`src/rtl/stride_load_pkg.sv`:
```
`timescale 1ns/1ps
package stride_load_pkg;
  // strobes from control to datapath
  typedef struct packed {
    logic capture;  // snapshot a new load
    logic advance;  // current element accepted, step to next
  } aguStrobe_t;

  localparam logic BANK_INT  = 1'b0;
  localparam logic BANK_FLT  = 1'b1;
  localparam logic MODE_UNIT = 1'b0;
  localparam logic MODE_STRD = 1'b1;
endpackage

```
`src/rtl/stride_load_ctrl.sv`:
```
`timescale 1ns/1ps
module stride_load_ctrl
  import stride_load_pkg::*;
#(
  parameter int VL_W = 4
) (
  input  logic            clk,
  input  logic            rstN,
  input  logic            ldValid,
  input  logic            memReady,
  input  logic [VL_W-1:0] lenSel,
  output logic            ldReady,
  output logic            memValid,
  output logic            done,
  output aguStrobe_t      strobe
);
  typedef enum logic {ST_IDLE, ST_ISSUE} state_t;

  state_t          state;
  logic [VL_W-1:0] remaining;
  logic            lastElem;

  assign ldReady        = (state == ST_IDLE);
  assign memValid       = (state == ST_ISSUE);
  assign strobe.capture = ldReady && ldValid;
  assign strobe.advance = memValid && memReady;
  assign lastElem       = (remaining == VL_W'(1));

  always_ff @(posedge clk) begin
    if (!rstN) begin
      state     <= ST_IDLE;
      remaining <= '0;
      done      <= 1'b0;
    end else begin
      done <= strobe.advance && lastElem;
      unique case (state)
        ST_IDLE: begin
          if (strobe.capture) begin
            state     <= ST_ISSUE;
            remaining <= lenSel;
          end
        end
        ST_ISSUE: begin
          if (strobe.advance) begin
            remaining <= remaining - VL_W'(1);
            if (lastElem) state <= ST_IDLE;
          end
        end
        default: state <= ST_IDLE;
      endcase
    end
  end
endmodule

```
`src/rtl/stride_load_dp.sv`:
```
`timescale 1ns/1ps
module stride_load_dp
  import stride_load_pkg::*;
#(
  parameter int XLEN       = 32,
  parameter int REG_W      = 5,
  parameter int VL_W       = 4,
  parameter int IMM_W      = 12,
  parameter int NUM_SLOTS  = 2,
  parameter int ELEM_BYTES = 4
) (
  input  logic             clk,
  input  logic             rstN,
  input  aguStrobe_t       strobe,
  input  logic             cfgValid,
  input  logic [$clog2(NUM_SLOTS)-1:0] cfgSlot,
  input  logic [REG_W-1:0] cfgReg,
  input  logic             cfgBank,
  input  logic             cfgMode,
  input  logic [XLEN-1:0]  cfgAmount,
  input  logic             vlValid,
  input  logic             vlBank,
  input  logic [REG_W-1:0] vlReg,
  input  logic [VL_W-1:0]  vlLen,
  input  logic             ldBank,
  input  logic [REG_W-1:0] ldRd,
  input  logic [REG_W-1:0] ldRs,
  input  logic [XLEN-1:0]  ldBase,
  input  logic [IMM_W-1:0] ldImm,
  output logic [VL_W-1:0]  lenSel,
  output logic [XLEN-1:0]  memAddr,
  output logic [REG_W-1:0] memDest
);
  localparam int NREG    = 1 << REG_W;
  localparam int VL_ENTS = 2 * NREG;
  localparam int SEL_W   = (NUM_SLOTS > 1) ? $clog2(NUM_SLOTS) : 1;

  // ---------------- offset-configuration slots ----------------
  logic             slotUsed [NUM_SLOTS];
  logic [REG_W-1:0] slotReg  [NUM_SLOTS];
  logic             slotBank [NUM_SLOTS];
  logic             slotMode [NUM_SLOTS];
  logic [XLEN-1:0]  slotAmt  [NUM_SLOTS];
  logic [NUM_SLOTS-1:0] slotHit;

  for (genvar s = 0; s < NUM_SLOTS; s++) begin : gSlot
    always_ff @(posedge clk) begin
      if (!rstN) begin
        slotUsed[s] <= 1'b0;
        slotReg[s]  <= '0;
        slotBank[s] <= BANK_INT;
        slotMode[s] <= MODE_UNIT;
        slotAmt[s]  <= '0;
      end else if (cfgValid && (int'(cfgSlot) == s)) begin
        slotUsed[s] <= 1'b1;
        slotReg[s]  <= cfgReg;
        slotBank[s] <= cfgBank;
        slotMode[s] <= cfgMode;
        slotAmt[s]  <= cfgAmount;
      end
    end
    assign slotHit[s] = slotUsed[s] && (slotReg[s] == ldRs) && (slotBank[s] == ldBank);
  end

  // lowest-numbered matching slot wins
  logic [SEL_W-1:0] hitSel;
  logic             anyHit;
  always_comb begin
    hitSel = '0;
    anyHit = 1'b0;
    for (int s = NUM_SLOTS - 1; s >= 0; s--) begin
      if (slotHit[s]) begin
        hitSel = SEL_W'(s);
        anyHit = 1'b1;
      end
    end
  end

  // ---------------- vector-length table ----------------
  logic [VL_W-1:0] vlMem [VL_ENTS];

  always_ff @(posedge clk) begin
    if (!rstN) begin
      for (int e = 0; e < VL_ENTS; e++) vlMem[e] <= VL_W'(1);
    end else if (vlValid) begin
      vlMem[{vlBank, vlReg}] <= (vlLen == '0) ? VL_W'(1) : vlLen;
    end
  end

  assign lenSel = vlMem[{ldBank, ldRd}];

  // ---------------- address generation ----------------
  logic [XLEN-1:0] immExt, offsAmt, startAddr, stepAddr;
  logic            strideMode, scalarLoad;

  assign immExt     = {{(XLEN-IMM_W){ldImm[IMM_W-1]}}, ldImm};
  assign offsAmt    = anyHit ? slotAmt[hitSel] : '0;
  assign strideMode = anyHit && (slotMode[hitSel] == MODE_STRD);
  assign scalarLoad = (lenSel == VL_W'(1));

  always_comb begin
    if (scalarLoad)      startAddr = ldBase + immExt;
    else if (strideMode) startAddr = ldBase + offsAmt;
    else                 startAddr = ldBase + offsAmt + immExt;
    stepAddr = strideMode ? immExt : XLEN'(ELEM_BYTES);
  end

  logic [XLEN-1:0] stepReg;

  always_ff @(posedge clk) begin
    if (!rstN) begin
      memAddr <= '0;
      memDest <= '0;
      stepReg <= '0;
    end else if (strobe.capture) begin
      memAddr <= startAddr;
      memDest <= ldRd;
      stepReg <= stepAddr;
    end else if (strobe.advance) begin
      memAddr <= memAddr + stepReg;
      memDest <= memDest + REG_W'(1);
    end
  end
endmodule

```
`src/rtl/stride_load_agu.sv`:
```
`timescale 1ns/1ps
module stride_load_agu
  import stride_load_pkg::*;
#(
  parameter int XLEN       = 32,
  parameter int REG_W      = 5,
  parameter int VL_W       = 4,
  parameter int IMM_W      = 12,
  parameter int ELEM_BYTES = 4
) (
  input  logic             clk,
  input  logic             rstN,
  input  logic             cfgValid,
  input  logic             cfgSlot,
  input  logic [REG_W-1:0] cfgReg,
  input  logic             cfgBank,
  input  logic             cfgMode,
  input  logic [XLEN-1:0]  cfgAmount,
  input  logic             vlValid,
  input  logic             vlBank,
  input  logic [REG_W-1:0] vlReg,
  input  logic [VL_W-1:0]  vlLen,
  input  logic             ldValid,
  output logic             ldReady,
  input  logic             ldBank,
  input  logic [REG_W-1:0] ldRd,
  input  logic [REG_W-1:0] ldRs,
  input  logic [XLEN-1:0]  ldBase,
  input  logic [IMM_W-1:0] ldImm,
  output logic             memValid,
  input  logic             memReady,
  output logic [XLEN-1:0]  memAddr,
  output logic [REG_W-1:0] memDest,
  output logic             done
);
  aguStrobe_t      strobe;
  logic [VL_W-1:0] lenSel;

  stride_load_ctrl #(.VL_W(VL_W)) ctrl_i (
    .clk(clk), .rstN(rstN), .ldValid(ldValid), .memReady(memReady),
    .lenSel(lenSel), .ldReady(ldReady), .memValid(memValid),
    .done(done), .strobe(strobe)
  );

  stride_load_dp #(
    .XLEN(XLEN), .REG_W(REG_W), .VL_W(VL_W), .IMM_W(IMM_W),
    .NUM_SLOTS(2), .ELEM_BYTES(ELEM_BYTES)
  ) dp_i (
    .clk(clk), .rstN(rstN), .strobe(strobe),
    .cfgValid(cfgValid), .cfgSlot(cfgSlot), .cfgReg(cfgReg),
    .cfgBank(cfgBank), .cfgMode(cfgMode), .cfgAmount(cfgAmount),
    .vlValid(vlValid), .vlBank(vlBank), .vlReg(vlReg), .vlLen(vlLen),
    .ldBank(ldBank), .ldRd(ldRd), .ldRs(ldRs), .ldBase(ldBase), .ldImm(ldImm),
    .lenSel(lenSel), .memAddr(memAddr), .memDest(memDest)
  );
endmodule

```
`config.mk`:
```
export PLATFORM = sky130hd
export DESIGN_NAME = stride_load_agu
export DESIGN_NICKNAME = d
export VERILOG_FILES = /design/src/rtl/stride_load_pkg.sv /design/src/rtl/stride_load_ctrl.sv /design/src/rtl/stride_load_dp.sv /design/src/rtl/stride_load_agu.sv
export SDC_FILE = /design/constraint.sdc
export NUM_CORES = 1
export LEC_CHECK = 0
export BUFFER_PORTS_ARGS = -buffer_cell sky130_fd_sc_hd__buf_2
export CORE_UTILIZATION = 43
export CTS_BUF_LIST = sky130_fd_sc_hd__clkbuf_16
export DETAILED_ROUTE_END_ITERATION = 6
export GPL_TIMING_DRIVEN = 0
export PLACE_DENSITY_LB_ADDON = 0.12
export REMOVE_ABC_BUFFERS = 1
export SYNTH_ARGS = -nofsm -noshare
export SYNTH_HDL_FRONTEND = slang
export SYNTH_SLANG_ARGS = --single-unit
```
`constraint.sdc`:
```
create_clock -name clk -period 8.1 [get_ports clk]
set_input_delay 0.81 -clock clk [delete_from_list [all_inputs] [get_ports clk]]
set_output_delay 0.81 -clock clk [all_outputs]
set_load 0.005 [all_outputs]
```
; ---- Word level (Yosys, flattened, before mapping)
; Memory sizes are Yosys's and may differ from the RTL's.
; Index checks and enable logic that the tools add are counted.
[totals]
regBits = 75
ramBits = 336
input_bits = 111
output_inout_bits = 40
wordCells = 94
n_memories = 6
[mem_list]
columns = memory, words, width, read_ports, rd_clocked_by_memory_dff, write_ports, line
row1 = dp_i.vlMem, 64, 4, 1, 0, 64, stride_load_dp.sv:80  ; logic [VL_W-1:0] vlMem [VL_ENTS];
row2 = dp_i.slotAmt, 2, 32, 1, 0, 2, stride_load_dp.sv:43  ; logic [XLEN-1:0] slotAmt [NUM_SLOTS];
row3 = dp_i.slotReg, 2, 5, 2, 0, 2, stride_load_dp.sv:40  ; logic [REG_W-1:0] slotReg [NUM_SLOTS];
row4 = dp_i.slotBank, 2, 1, 2, 0, 2, stride_load_dp.sv:41  ; logic slotBank [NUM_SLOTS];
row5 = dp_i.slotMode, 2, 1, 1, 0, 2, stride_load_dp.sv:42  ; logic slotMode [NUM_SLOTS];
row6 = dp_i.slotUsed, 2, 1, 2, 0, 2, stride_load_dp.sv:39  ; logic slotUsed [NUM_SLOTS];
[classes]
addsub = 6
eq_ne = 8
mux = 42
bitwise = 12
n_reduce_logical = 14
[op_table]
columns = operator, count
row1 = 32-bit two-way mux, 8
row2 = 32-bit adder, 4
row3 = 1-bit two-way mux, 23
row4 = 5-bit two-way mux, 4
row5 = 4-bit two-way mux, 4
row6 = 5-bit equality test, 2
row7 = 1-bit logical AND, 10
row8 = 1-bit bitwise OR, 10
row9 = 4-bit by 1-bit equality test with 1-bit output (second input constant), 2
row10 = 4-bit one-hot mux with 2 select lines, 1
row11 = 6-bit two-way mux, 1
row12 = 5-bit by 1-bit adder with 5-bit output (second input constant), 1
row13 = 4-bit logical NOT, 1
row14 = 4-bit OR reduction, 1
row15 = 4-bit by 1-bit subtractor with 4-bit output (second input constant), 1
row16 = 1-bit equality test, 2
row17 = 2-bit by 1-bit inequality test with 1-bit output (second input constant), 1
row18 = 2-bit inequality test (second input constant), 1
row19 = 1-bit NOT, 2
row20 = 1-bit one-hot mux with 2 select lines, 1
row21 = 2-bit AND reduction, 1
row22 = 2-bit nonzero test, 1

; ---- Depth between registers and ports, before layout
; Gate-level depths: netlist of the first run.
; An unclocked memory read counts as a cell.
[depth]
word_depth = 12
ltp_mapped = 28
mapped_depth_nobuf = 26

; ---- Hierarchy
; A second synthesis of the first run with hierarchy kept.
[hier_totals]
hier_cells = 2385
hier_area_um2 = 24821.3
[modules_own_cells]
columns = module, n_inst, cells_per_inst, area_per_inst_um2, seq_area_each_um2
row1 = stride_load_dp, 1, 2350, 24503.5, 11040.6
row2 = stride_load_ctrl, 1, 35, 317.8, 120.1

; ---- Worst setup path before layout of the first run
; No wires, ideal clock.
[synth_path]
path_type = input to register
startpoint = in ldBank
endpoint = reg dp_i.memAddr[25]
setup_ns = 0.130
arrival_ns = 6.182
required_time_ns = 7.970
setup_slack_ns = 1.788
stages = 24
n_path_buf = 0
cell_sequence = xor2_1 > nor4_2 > nor3_1 > a22o_1 > ha_1 > fa_1 > a21o_1 > a221oi_1 > o21ai_0 > a21o_1 > a21oi_1 > xnor2_1 > ha_1 > o21ai_0 > nor2_1 > o31a_1 > a311o_1 > a41o_1 > a21boi_1 > o21bai_1 > a21o_1 > xor2_1 > a2111oi_0 > a21oi_1
[synth_via]
elab_chain_cells = 11
elab_cells_between_ends = 18
classes_between = add/sub (2) / eq/ne (3) / mux (7) / reduce/logical (3) / memory (3)
[synth_rtl]
columns = item, line
row1 = "start, declared", stride_load_agu.sv:25  ; input logic ldBank,
row2 = 1-bit equality test, stride_load_dp.sv:62  ; assign slotHit[s] = slotUsed[s] && (slotReg[s] == ldRs) && (slotBank[s] == ldBank);
row3 = 1-bit logical AND, stride_load_dp.sv:62
row4 = 1-bit two-way mux (2 in a row), stride_load_dp.sv:72  ; if (slotHit[s]) begin
row5 = memory 2 x 32 bit, -
row6 = 32-bit two-way mux, stride_load_dp.sv:97  ; assign offsAmt = anyHit ? slotAmt[hitSel] : '0;
row7 = 32-bit adder, "stride_load_dp.sv:103, stride_load_dp.sv:104"
row8 = 32-bit adder, stride_load_dp.sv:104  ; else startAddr = ldBase + offsAmt + immExt;
row9 = 32-bit two-way mux, stride_load_dp.sv:103  ; else if (strideMode) startAddr = ldBase + offsAmt;
row10 = 32-bit two-way mux (*), stride_load_dp.sv:102  ; if (scalarLoad) startAddr = ldBase + immExt;
row11 = 32-bit two-way mux (*), stride_load_dp.sv:115  ; end else if (strobe.capture) begin
row12 = "end signal, assigned", stride_load_dp.sv:116  ; memAddr <= startAddr;
row13 = "end signal, assigned", stride_load_dp.sv:120  ; memAddr <= memAddr + stepReg;
row14 = "end, declared", stride_load_dp.sv:31  ; output logic [XLEN-1:0] memAddr,
; Mark *: on every way between the ends. The rest lies on a longest branch, timed or not.
; A chain may end at the register's enable or synchronous reset.

==> metrics.yaml, run 1 <==
core_um2: 55520
grt_first_pass_wirelength_um: 106700
yosysUniqueCellTypes: 73
worstPathMaxFanout: 11
crit_type: "reg -> reg"
min_period_ps: 7176
slowest_stage: "a2111oi_1"
dr.pass1.iters: 5
yosysSeqAreaShare_pct: 45.90
synthArstFlopShare_pct: 0
drc: 0
layout-drive-gt1-share_pct: 13.60
viasPerCell: 5.758
use_met1_pct: 29.42
gp_congestion: 0.9529
grt.busiest_layer: "met2"
avgSynthCellArea_um2: 10.54
cp-start-kind: "register"
start_util_pct: 43.79
netlist_instances: 2308
ant_nets: 0
cts_tree: "done"
drt_iter0_markers: 1208
syn_to_final_growth_pct: 12.52
cp.buffers_inverters: 2
vias: 18309
port_buffers: 150
leakagePower_nw: 10.78
dpl_cell_area_um2: 25850
row_count: 86
grt_use_met2_pct: 42.69
outcome: "finished, final reports clean"
utilization_pct: 49.28
die_area_um2: 57500
fmax_mhz: 139.4
finish.instance_area_um2: 27360
synth_edf_count: 333
root_buffer: "clkbuf_16"
ys_ff_latch: 391
cts_buffer_depth: 3
whs_ps: 455.4
skew_ps: 14.02
synthTopCellsByArea: "edfxtp_1 (41%), ha_1 (6.8%), and2_1 (6.0%), mux4_2 (6.0%), dfxtp_1 (4.8%)"
final_max_slew_viol_count: 0
io_pins: 151
finalCritPeriodShare_pct: 88.59
min_path_type: "reg -> reg"
wl_per_cell_um: 21.68
grt_max_degree: 79
worst_pin_slew_ps: 1339
die_x_um: 239.8
vdd_drop_max_uv: 127.1
clk_pin_slew_ps: 70
antenna_found_initial: 11
dp_hpwl_um: 49110
final_nets: 2637
yosys.area.top_type_share_pct: 41.12
crit_path_end_kind: "register"
yosysTopAreaCell: "edfxtp_1"
numCtsBuffers: 45
relSlewSlack_pct: 9.884
h-tree-depth: 2
crit_top_cell: "a21o_1"
critPathRequiredTime_ps: 8550
grt_use_met3_pct: 3.596
synth_area_um2: 24320
wirelength_um: 68950
crit_family: "compound AO/OA/AOI/OAI gates"
clock_latency_ps: 580
drv_cap: 0
cpPeakStageDelay_ps: 670
yosys_most_used_dff: "edfxtp_1"
finalSetupViolCount: 0
power_density_nw_per_um2: 193.5
critPathArrivalTime_ps: 7620
grt_pass1_vias: 18759
die_height_um: 239.8
clkSinkCount: 391
cts_hold_buf: 0
overflow: 0
hold_viol: 0
ys_warn_count: 0
rsz0062_at_grt: "false"
grt_use_total_pct: 24.13
==> state kept, by name, summed over array words and instances, names as in the netlist <==
register and flops:
dp_i.stepReg 12, dp_i.memDest 5, dp_i.vlMem 256, dp_i.slotUsed 2
dp_i.slotBank 2, dp_i.slotAmt 64, dp_i.slotReg 10, ctrl_i.memValid 1
ctrl_i.done 1, dp_i.slotMode 2, dp_i.memAddr 32, ctrl_i.remaining 4
==> layout by cell type, fill, tap and decap left out, drive strengths merged, types with 15 or more instances in the layout <==
| cell | instances |
|---|---|
| dfxtp | 58 |
| and2 | 235 |
| a21o | 65 |
| clkinv | 19 |
| buf | 172 |
| xnor2 | 76 |
| a211oi | 31 |
| nor2 | 156 |
| nand2 | 158 |
| mux2i | 19 |
| edfxtp | 333 |
| a22o | 37 |
| inv | 47 |
| a31oi | 17 |
| xor2 | 50 |
| nor2b | 15 |
| mux4 | 65 |
| o21ai | 161 |
| clkbuf | 46 |
| nand2b | 23 |
| and3 | 62 |
| nand3 | 52 |
| nor3 | 29 |
| a21oi | 171 |
| ha | 132 |
==> Yosys cell counts (5+ instances only) <==
cell type,count
o21bai_1,14
or3_1,6
ha_1,132
o31ai_1,7
and3_1,62
o21a_1,14
o221ai_1,12
a22oi_1,7
nor2b_1,15
nand2_1,158
a31oi_1,17
nand3b_1,6
o22ai_1,5
o21ai_1,5
nor3_1,29
mux2i_1,19
xnor2_1,76
dfxtp_1,58
o21ai_0,156
inv_1,36
or2_2,7
a211o_1,9
xor2_1,50
a21o_1,65
a22o_1,37
nand3_1,52
mux4_2,65
a221oi_1,12
edfxtp_1,333
a211oi_1,31
a21oi_1,171
nor2_1,156
buf_1,8
nand2b_1,23
buf_4,5
and2_1,235
nand4_1,11
o211ai_1,12
clkbuf_1,115
buf_2,9
==> through the flow <==
stage,setup slack [ps],power [W],std cells,TNS [ps]
after global placement,-4965,0.003242,3069,-124340
after CTS,343.7,0.005332,3172,0
final,923.9,0.005294,3180,0
after global routing,357.7,0.005504,3178,0
after floorplan,-202.6,0.002937,2171,-319.0
after detailed placement,-239.5,0.003274,3089,-239.5
==> what timing repair did <==
action,in CTS,in global routing
setup endpoints to repair,0,1
resized for setup,0,1
buffers inserted,0,2
==> where the power goes <==
part | internal (W) | switching (W) | leakage (nW)
Combinational | 0.000348 | 0.000525 | 6.31
Clock | 0.00119 | 0.000863 | 0.740
Sequential | 0.00231 | 0.0000559 | 3.73
==> metal layers <==
layer,vias up,wire [µm]
met3,125,3477
li1,8784,-
met1,8931,28410
met2,463,35010
met4,6,2003
met5,-,42
==> path summary, 6_finish.rpt <==
check	end	from	cells past startpoint	slack, ps
worst min register to register	dp_i.stepReg[3]	dp_i.stepReg[3]	2	460
worst max register to register	dp_i.memAddr[25]	dp_i.slotReg[0][1]	27	920
worst min-delay path	dp_i.stepReg[3]	dp_i.stepReg[3]	2	460
worst max-delay path	dp_i.memAddr[25]	dp_i.slotReg[0][1]	27	920
==> tightest hold or removal path: stages (launching register included) <==
cell	delay, ps
dfxtp_1	310
nand2_1	50
a21oi_1	50
==> area by class of cell <==
type,instances,area [µm²]
diodes,6,15.01
clock buffers,46,1151
clock inverters,37,324.1
fillers,5136,28160
inverters,38,142.6
multi-input cells,1742,12530
flip-flops and latches,391,11160
well taps,748,935.9
repair buffers,172,1099
==> cells by family after synthesis <==
family | count (synthesis) | synth area share (%)
AO/OA/AOI/OAI | 614 | 16.05
XOR/XNOR | 126 | 4.538
flip-flops | 391 | 45.90
multiplexers | 86 | 6.895
AND/OR/NAND/NOR | 780 | 16.67
buffers and inverters | 175 | 2.825
adder cells (fa/ha/maj) | 136 | 7.122
(Power assumes the default switching activity.)
==> inputs of run 2 (changes only) <==
- CTS_CLUSTER_SIZE: unset -> 20
- clock period: 8.1 -> 8.3 ns (I/O delays scaled with it)
==> metrics.yaml, run 2 (synthesized netlist as in run 1, its figures left out) <==
dpl_cell_area_um2: 25850  # unchanged
switching_share_pct: 27.28  # about the same
cp.buffers_inverters: 3  # +1
crit_top_cell: "a21o_1"
leakagePower_nw: 10.77  # about the same
finalCritPeriodShare_pct: 91.98
setup_ws_ps: 665.3  # -258.6 ps
drc: 0  # unchanged
grt_max_degree: 79  # unchanged
drv_cap: 0  # unchanged
largest_reg_flops: 256  # unchanged
final_nets: 2635  # -0.076%
wl_per_cell_um: 21.69  # about the same
finalSetupViolCount: 0  # unchanged
dp.cells: 3089  # unchanged
finish.instance_area_um2: 27350  # about the same
hold_viol: 0  # unchanged
wirelength_um: 68920  # about the same
clock_power_share_pct: 38.9  # about the same
dr.pass1.iters: 5  # unchanged
drt_iter0_markers: 1203  # -0.41%
port_buffers: 150  # unchanged
gp_congestion: 0.9529  # unchanged
io_pins: 151  # unchanged
vias: 18296  # -0.071%
grt_first_pass_wirelength_um: 106700  # unchanged
clk_pin_slew_ps: 70  # about the same
vdd_drop_max_uv: 124.4  # -2.2%
rsz0062_at_grt: "false"
h-tree-depth: 2  # unchanged
clock_latency_ps: 580  # about the same
crit_type: "in -> reg"
top_register: "dp_i.vlMem"
sequentialPowerShare_pct: 44.7  # about the same
multi_input_area_um2: 12530  # unchanged
worst_pin_slew_ps: 1344  # +4.388 ps
p_comb_share_pct: 16.5  # about the same
critPathRequiredTime_ps: 8750  # +200 ps
dp_hpwl_um: 49110  # unchanged
post-place-ws_ps: -59.52  # +180.0 ps
antenna_found_initial: 11  # unchanged
cts_hold_buf: 0  # unchanged
fmax_mhz: 131.0
final_cell_mix: "edfxtp_1 (333), and2_1 (235), a21oi_1 (171)"
worstPathMaxFanout: 11  # unchanged
die_x_um: 239.8  # unchanged
outcome: "finished, final reports clean"
crit_path_end_kind: "register"
root_buffer: "clkbuf_16"
layout_commonest_cell: "edfxtp_1"
regArea_um2: 11160  # unchanged
cts_buffer_depth: 3  # unchanged
start_util_pct: 43.79  # unchanged
setup-tns-final_ps: 0  # unchanged
viasPerCell: 5.757  # about the same
slowest_stage: "nor4_4"
p_sw_w: 0.001409  # -2.4%
reg2reg_from: "dp_i.slotReg[0][1]"
cp-start-kind: "input port"
die_height_um: 239.8  # unchanged
power_density_nw_per_um2: 188.9  # -2.4%
relSlewSlack_pct: 9.589  # -0.30 points
cpPeakStageDelay_ps: 750  # +80 ps
layout-drive-gt1-share_pct: 13.53  # -0.071 points
overflow: 0  # unchanged
ant_nets: 0  # unchanged
numCtsBuffers: 45  # unchanged
row_count: 86  # unchanged
hp-start: "dp_i.stepReg[3]"
crit_family: "compound AO/OA/AOI/OAI gates"
grt_use_total_pct: 24.13  # unchanged
clkSinkCount: 391  # unchanged
skew_ps: 13.93  # -0.09280 ps
die_area_um2: 57500  # unchanged
fillers: 5137  # +0.019%
crit_start: "ldBank"
min_path_type: "reg -> reg"
cts_tree: "done"
finalPower_w: 0.005166  # -2.4%
finalNonFillerCells: 3178  # -0.063%
critPathArrivalTime_ps: 8080  # +460 ps
min_period_ps: 7635
top_regs: "dp_i.vlMem (256), dp_i.slotAmt (64), dp_i.memAddr (32)"
intPower_w: 0.003757  # -2.4%
grt_pass1_vias: 18759  # unchanged
syn_to_final_growth_pct: 12.46  # about the same
core_um2: 55520  # unchanged
final_max_slew_viol_count: 0  # unchanged
[run 2: cell type report]
type / instances / share of cell area, %
multi-input cells: 1742 / 45.83
diodes: 6 / 0.05490
clock buffers: 46 / 4.209
well taps: 748 / 3.422
clock inverters: 37 / 1.185
flip-flops and latches: 391 / 40.81
repair buffers: 170 / 3.962
inverters: 38 / 0.5216
[run 2: final timing paths]
kind	cells after the start	slack, ps	to
hold / removal	2	460	dp_i.stepReg[3]
setup / recovery	27	670	dp_i.memAddr[25]
hold reg to reg	2	460	dp_i.stepReg[3]
setup reg to reg	27	800	dp_i.memAddr[25]
[run 2: worst register-to-register path: cells and delay by family (launching register included)]
family / cells / cell delay (ps)
adder cells (fa/ha/maj): 3 / 1010
AO/OA/AOI/OAI: 15 / 3990
buffers and inverters: 2 / 370
XOR/XNOR: 3 / 480
AND/OR/NAND/NOR: 4 / 1110
flip-flops: 1 / 380
[run 2: metrics by stage]
stage                     utilization [%]  hold WS (ps)
after CTS                           49.22         445.6
final                               49.25         455.5
after detailed placement            46.57         452.4
after floorplan                         -         435.6
after global placement              45.85         441.6
after global routing                49.24         478.7
[run 2: repair_timing]
| action | in CTS | in global routing |
|---|---|---|
| resized for setup | 0 | 1 |
| endpoints found under the hold margin | 0 | 0 |
| setup buffers | 0 | 0 |
| setup endpoints to repair | 0 | 1 |
[run 2: metal layers]
layer | global-route usage (%) | wire length (µm) | vias up | part of all wire, %
met5 | 0 | 38 | - | 0.055
met4 | 9.402 | 2204 | 6 | 3.2
met3 | 3.596 | 3435 | 139 | 5.0
met2 | 42.69 | 34780 | 473 | 50
met1 | 29.42 | 28470 | 8897 | 41
li1 | - | - | 8781 | -
[run 2: power by group through the flow]
stage	Sequential, W	Combinational, W	Clock, W
floorplan	0.00233	0.000538	0
global placement	0.00235	0.000819	0
detailed placement	0.00235	0.000846	0
CTS	0.00231	0.000852	0.00204
global route	0.00232	0.000939	0.00211
finish	0.00231	0.000851	0.00201
